## config.mk

```make
export PLATFORM = sky130hd
export DESIGN_NAME = flowCharDetect
export DESIGN_NICKNAME = d
export VERILOG_FILES = /design/src/rtl/fcd_pkg.sv /design/src/rtl/fcd_datapath.sv /design/src/rtl/fcd_control.sv /design/src/rtl/flowCharDetect.sv
export SDC_FILE = /design/constraint.sdc
export NUM_CORES = 1
export LEC_CHECK = 0
export ABC_AREA = 1
export BUFFER_PORTS_ARGS = -buffer_cell sky130_fd_sc_hd__buf_4
export CAP_MARGIN = 20
export CORE_ASPECT_RATIO = 1.75
export CORE_MARGIN = 4
export CORE_UTILIZATION = 35
export CTS_CLUSTER_DIAMETER = 30
export CTS_CLUSTER_SIZE = 20
export DETAILED_ROUTE_END_ITERATION = 7
export PLACE_DENSITY = 0.67
export SLEW_MARGIN = 10
export SYNTH_ARGS = -nofsm -noshare
export SYNTH_HDL_FRONTEND = slang
export SYNTH_SLANG_ARGS = --single-unit
```

## constraint.sdc

```tcl
create_clock -name clk -period 1.7 [get_ports clk]
set_input_delay 0.34 -clock clk [delete_from_list [all_inputs] [get_ports clk]]
set_output_delay 0.34 -clock clk [all_outputs]
set_load 0.01 [all_outputs]
```

## src/rtl/fcd_pkg.sv

```systemverilog
package fcd_pkg;
  typedef struct packed {
    logic load;
    logic setResume;
    logic setHalt;
    logic clrResume;
    logic clrHalt;
  } fcdStrobe_t;
endpackage

```

## src/rtl/fcd_datapath.sv

```systemverilog
module fcd_datapath #(
  parameter int CHAR_W = 8
) (
  input  logic                clk,
  input  logic                rstN,
  input  logic [CHAR_W-1:0]   rxData,
  input  logic [CHAR_W-1:0]   resumeChar,
  input  logic [CHAR_W-1:0]   haltChar,
  input  fcd_pkg::fcdStrobe_t stb,
  output logic                eqResume,
  output logic                eqHalt,
  output logic [CHAR_W-1:0]   dataQ,
  output logic                resumeFlag,
  output logic                haltFlag
);
  // Comparators run unconditionally; mode gating happens in control.
  assign eqResume = (rxData == resumeChar);
  assign eqHalt   = (rxData == haltChar);

  always_ff @(posedge clk or negedge rstN) begin
    if (!rstN) begin
      dataQ      <= '0;
      resumeFlag <= 1'b0;
      haltFlag   <= 1'b0;
    end else begin
      if (stb.load) dataQ <= rxData;
      if (stb.setResume)      resumeFlag <= 1'b1;
      else if (stb.clrResume) resumeFlag <= 1'b0;
      if (stb.setHalt)        haltFlag <= 1'b1;
      else if (stb.clrHalt)   haltFlag <= 1'b0;
    end
  end


  flag_set_chk: assert property (@(posedge clk) disable iff (!rstN)
    (stb.setResume || stb.setHalt) |=> (resumeFlag || haltFlag));
endmodule

```

## src/rtl/fcd_control.sv

```systemverilog
module fcd_control #(
  parameter int MODE_W   = 8,
  parameter int DROP_BIT = 7,
  parameter int GATE_BIT = 2
) (
  input  logic                clk,
  input  logic                rstN,
  input  logic                softRst,
  input  logic                rxValid,
  input  logic                eqResume,
  input  logic                eqHalt,
  input  logic [MODE_W-1:0]   modeReg,
  input  logic                statusRd,
  output fcd_pkg::fcdStrobe_t stb,
  output logic                fifoPush,
  output logic                haltReq,
  output logic                resumeReq
);
  logic live, hitResume, hitHalt, anyHit, dropIt, gateOn;

  assign live      = rxValid && !softRst;
  assign hitResume = live && eqResume;
  assign hitHalt   = live && eqHalt;
  assign anyHit    = hitResume || hitHalt;
  assign dropIt    = anyHit && modeReg[DROP_BIT];
  assign gateOn    = modeReg[GATE_BIT];

  always_comb begin
    stb.load      = live;
    stb.setResume = hitResume;
    stb.setHalt   = hitHalt;
    stb.clrResume = softRst || statusRd;
    stb.clrHalt   = softRst || statusRd;
  end

  always_ff @(posedge clk or negedge rstN) begin
    if (!rstN) begin
      fifoPush  <= 1'b0;
      haltReq   <= 1'b0;
      resumeReq <= 1'b0;
    end else begin
      fifoPush  <= live && !dropIt;
      haltReq   <= gateOn && hitHalt;
      resumeReq <= gateOn && hitResume && !hitHalt;
    end
  end


  drop_match_chk: assert property (@(posedge clk) disable iff (!rstN)
    (rxValid && (eqResume || eqHalt) && modeReg[DROP_BIT]) |=> !fifoPush);

  req_excl_chk: assert property (@(posedge clk) disable iff (!rstN)
    !(haltReq && resumeReq));
endmodule

```

## src/rtl/flowCharDetect.sv

```systemverilog
module flowCharDetect #(
  parameter int CHAR_W   = 8,
  parameter int MODE_W   = 8,
  parameter int MASK_W   = 8,
  parameter int DETAIL_W = 8,
  parameter int DROP_BIT = 7,
  parameter int GATE_BIT = 2,
  parameter int MASK_BIT = 4
) (
  input  logic                clk,
  input  logic                rstN,
  input  logic                softRst,
  input  logic                rxValid,
  input  logic [CHAR_W-1:0]   rxData,
  input  logic [CHAR_W-1:0]   resumeChar,
  input  logic [CHAR_W-1:0]   haltChar,
  input  logic [MODE_W-1:0]   modeReg,
  input  logic [MASK_W-1:0]   intMask,
  input  logic                statusRd,
  input  logic                txGated,
  output logic                fifoPush,
  output logic [CHAR_W-1:0]   fifoData,
  output logic                haltReq,
  output logic                resumeReq,
  output logic                isrBit,
  output logic                irqOut,
  output logic [DETAIL_W-1:0] detailStatus
);
  localparam int PAD_W = DETAIL_W - 3;

  fcd_pkg::fcdStrobe_t stb;
  logic eqResume, eqHalt, resumeFlag, haltFlag;

  fcd_datapath #(.CHAR_W(CHAR_W)) uData (
    .clk(clk), .rstN(rstN), .rxData(rxData), .resumeChar(resumeChar),
    .haltChar(haltChar), .stb(stb), .eqResume(eqResume), .eqHalt(eqHalt),
    .dataQ(fifoData), .resumeFlag(resumeFlag), .haltFlag(haltFlag)
  );

  fcd_control #(.MODE_W(MODE_W), .DROP_BIT(DROP_BIT), .GATE_BIT(GATE_BIT)) uCtl (
    .clk(clk), .rstN(rstN), .softRst(softRst), .rxValid(rxValid),
    .eqResume(eqResume), .eqHalt(eqHalt), .modeReg(modeReg),
    .statusRd(statusRd), .stb(stb), .fifoPush(fifoPush),
    .haltReq(haltReq), .resumeReq(resumeReq)
  );

  assign isrBit       = resumeFlag || haltFlag;
  assign irqOut       = isrBit && intMask[MASK_BIT];
  assign detailStatus = {{PAD_W{1'b0}}, txGated, haltFlag, resumeFlag};


  rd_clear_chk: assert property (@(posedge clk) disable iff (!rstN)
    (statusRd && !rxValid && !softRst) |=> !isrBit);

  soft_rst_chk: assert property (@(posedge clk) disable iff (!rstN)
    softRst |=> (!fifoPush && !haltReq && !resumeReq && !isrBit));

  irq_src_chk: assert property (@(posedge clk) disable iff (!rstN)
    !isrBit |-> !irqOut);
endmodule

```

==> out/metrics.sh <==
CTS_MAX_PATH_BUFFERS=2
GLOBAL_ROUTE_WIRE_LENGTH_BEFORE_REPAIR_UM=3767
ANTENNA_VIOLATION_NET_COUNT_AFTER_DETAILED_ROUTING=0
HP-CLASS='input pin to flop'
FIN_CRIT_PS=1293
GRT_UTIL_ALL_LAYERS_PCT=13.83
RSZ0062_AT_GRT='false'
PWR-SHARE-SEQ_PCT=40.6
CRITICAL_PATH.CELL_CHAIN='o21a_1 > buf_4'
YS_TYPES=26
TRITONCTS='built'
REG2REG_TO='uData.resumeFlag$_DFFE_PN0P_'
SYNTH_FLOP_CELL='dfrtp_1'
CLOCK_TREE.ROOT_CELL='clkbuf_8'
REGTOREGSETUPSLACK_PS=1030
SYNTH_SEQ_AREA_SHARE_PCT=33.42
CRITICAL_PATH_LAUNCH_POINT_TYPE='flop'
MET2_USAGE_GRT_PCT=26.26
POSTLAYOUTCOREUTIL_PCT=50.33
DRT_ITER0_MARKERS=9
LAYOUT-AREA-OVERHEAD-VS-SYNTH_PCT=39.07
FINAL-SETUP-VIOL-COUNT=0
PLACE.DETAILED.HPWL_UM=2206
STATUS='complete, no violations'
MAX_STAGE_DELAY_PS=390
SYNTH_SEQ_CELLS=13
DRT_WL_TOTAL_UM=2508
ROUTEDWLPERCELL_UM=11.15
YOSYSWARNINGS=0
POWER.SHARE.COMBINATIONAL_PCT=28.8
CTS-RESIZED-GATES=0
FLOORPLAN.DIE_AREA_UM2=3722
DETAILROUTE.VIA_COUNT=1045
ANTENNA_FOUND_INITIAL=0
POST_SYNTH_INSTANCE_AREA_UM2=973.4
TIMING.FINAL.MAX_SLEW_VIOLATIONS=0
TIMING_HOLD_VIOLATIONS_FINAL=0
DIODES=0
POWER.STATIC_LEAKAGE_nW=0.8198
ROUTABILITYCONGESTION=0.8226
INTERNAL_POWER_mW=0.6222
CRITICAL_PATH_CLASS='flop to primary output'
PWR_PER_CELL_AREA_nW_PER_UM2=633.8
GRT_USE_MET1_PCT=12.66
PLACE.PORT_BUFFERS=46
CRITICAL_PATH_REQUIRED_PS=1360
TNS_PS=0
POST-CTS-SETUP-BUFFERS=0
CTS_INSERTED_BUFFERS=3
FLOORPLAN.IO_PINS=67
PRECTSSETUPSLACK_PS=456.4
MAX-VDD-IR-DROP_mV=0.2398
ROUTED_VIA_DENSITY=4.644
POWER.CLOCK.FRACTION_PCT=30.6
DRT-PASS1-ITER-COUNT=4
CLKTRANSATPATHREGS_PS=50
POST-ROUTE-DRC-COUNT=0
CELL_WITH_THE_BIGGEST_INDIVIDUAL_DELAY_ON_THE_CRITICAL_PATH='dfrtp_1'
POWER.SWITCHING_FRACTION_PCT=27.49
SYN_INST=152
AVGSYNTHCELLAREA_UM2=6.404
POWER.NET_SWITCHING_mW=0.2358
GLOBAL_ROUTE.USAGE.MET3_PCT=1.392
FINAL_NETS=245
NUMBER_OF_ENABLE_FLIP_FLOP_CELLS_AFTER_SYNTHESIS=0
WHS_PATH_DEPTH=2
CTS_NUM_SINKS=13
INITIAL_CORE_UTILIZATION_PCT=36.19
WORSTREGTOREGCELLS=2
CP-END-KIND='primary output'
TIMING.CLOCK.SKEW_PS=0
REGTOREGSTARTPOINT='uData.resumeFlag$_DFFE_PN0P_'
CRITPATHMAXFANOUT=3
GRT_PASS1_VIAS=969
SYNTH_ASYNC_SR_FLOP_SHARE_PCT=100.0
TIMING.HOLD.WS_PS=279.1
TIMING.FMAX_MHz=773.2
WORSTHOLDENDPOINT='uCtl.fifoPush$_DFF_PN0_'
DIE-WIDTH_UM=47.87
PIN_COUNT_OF_THE_BIGGEST_NET_ENTERING_GLOBAL_ROUTING=18
FINAL_MIN_PERIOD_OVER_CLOCK_PERIOD_PCT=76.08
GRT-OVFL-TOTAL=0
SETUP_SLACK_PS=406.6
LAYOUT-DRIVE-GT1-SHARE_PCT=29.29
HTREE_LEVELS=1
TIMING.HOLD.WORST.START='modeReg[7]'
PLACEMENT_ROWS=25
FP.COREAREA_UM2=2690
DRV.MAX_CAP_VIOLATION_COUNT=0
GLOBALROUTE.BUSIESTLAYER='met2'
CRIT_ARRIVAL_PS=950
INSERTION_DELAY_PS=240
DIE-HEIGHT_UM=77.77
how the worst max path moves through the flow:
stage                                    start                       end  slack (ps)
CTS                 uData.haltFlag$_DFFE_PN0P_                    irqOut         400
finish              uData.haltFlag$_DFFE_PN0P_                    irqOut         410
detailed placement                   rxData[3]   uCtl.fifoPush$_DFF_PN0_         460
global route        uData.haltFlag$_DFFE_PN0P_                    irqOut         380
floorplan                              softRst  uCtl.resumeReq$_DFF_PN0_         590
global placement                       softRst  uCtl.resumeReq$_DFF_PN0_         480
layout by cell type (no fill, tap or decap), types with 2 or more instances in the layout:
cell type / instances
or2_1: 2
clkbuf_8: 3
nand2_1: 47
inv_1: 28
nand4_1: 3
nand2_2: 2
and3_1: 2
nor2_1: 15
buf_4: 47
dfrtp_1: 13
conb_1: 5
o21ai_0: 11
nand3_1: 6
registers in the layout, summed over array words and instances (netlist names):
signal            count
uCtl.resumeReq        1
uData.dataQ           8
uData.haltFlag        1
uData.resumeFlag      1
uCtl.fifoPush         1
uCtl.haltReq          1
critical path: cells and delay by family, from the launching register on:
kind                   cells  cell delay [ps]
AO/OA/AOI/OAI              1              190
buffers and inverters      1              140
flip-flops                 1              390
metrics by stage:
step	instance area, um2	cells	total power [mW]
after CTS	1354	225	0.8684
after global routing	1354	225	0.9062
after floorplan	988.4	156	0.4811
after detailed placement	1299	220	0.6004
final	1354	225	0.8580
after global placement	1299	220	0.5927
timing repair:
item                                    CTS  global route
hold buffers                              1             0
hold endpoints to repair                 13             0
endpoints found under the setup margin    0             0
cells by family (layout without fill, tap and decap cells):
logic type,after synthesis,in the layout,share of synthesized area (%)
other cells,1,5,0.3852
xor+xnor,2,2,1.800
buf+inv,40,82,19.92
flops,13,13,33.42
compound gates,13,13,6.940
simple gates,83,83,37.53
routing by layer:
| metal | vias to the layer above | wire (um) | part of all wire (%) |
|---|---|---|---|
| li1 | 537 | - | - |
| met1 | 465 | 867 | 35 |
| met2 | 37 | 1382 | 55 |
| met3 | 6 | 194 | 7.7 |
| met4 | 0 | 63 | 2.5 |
| met5 | - | 0 | 0 |
cells in the mapped netlist, types with 2 or more instances:
| master | count | share of area (%) |
|---|---|---|
| nand3_1 | 6 | 3.1 |
| dfrtp_1 | 13 | 33 |
| o21ai_0 | 11 | 5.7 |
| buf_4 | 8 | 6.2 |
| nand2_1 | 47 | 18 |
| nand4_1 | 3 | 1.9 |
| nor2_1 | 15 | 5.8 |
| or2_1 | 2 | 1.3 |
| inv_1 | 28 | 11 |
| and3_1 | 2 | 1.3 |
| nand2_2 | 2 | 1.3 |
power by group through the flow:
stage               combinational [mW]  sequential, mW  clock (mW)
floorplan                        0.116           0.365           0
global placement                 0.241           0.352           0
detailed placement               0.247           0.354           0
CTS                              0.249           0.349       0.270
global route                     0.276           0.351       0.279
finish                           0.247           0.348       0.263
area by class of cell:
type	count	area (um2)
Sequential cell	13	325.3
Tap cell	27	33.78
Clock buffer	4	45.04
Multi-Input combinational cell	103	469.2
Fill cell	292	1336
Timing Repair Buffer	48	362.8
Inverter	30	117.6
No activity file was read; power rests on OpenSTA's default activity.
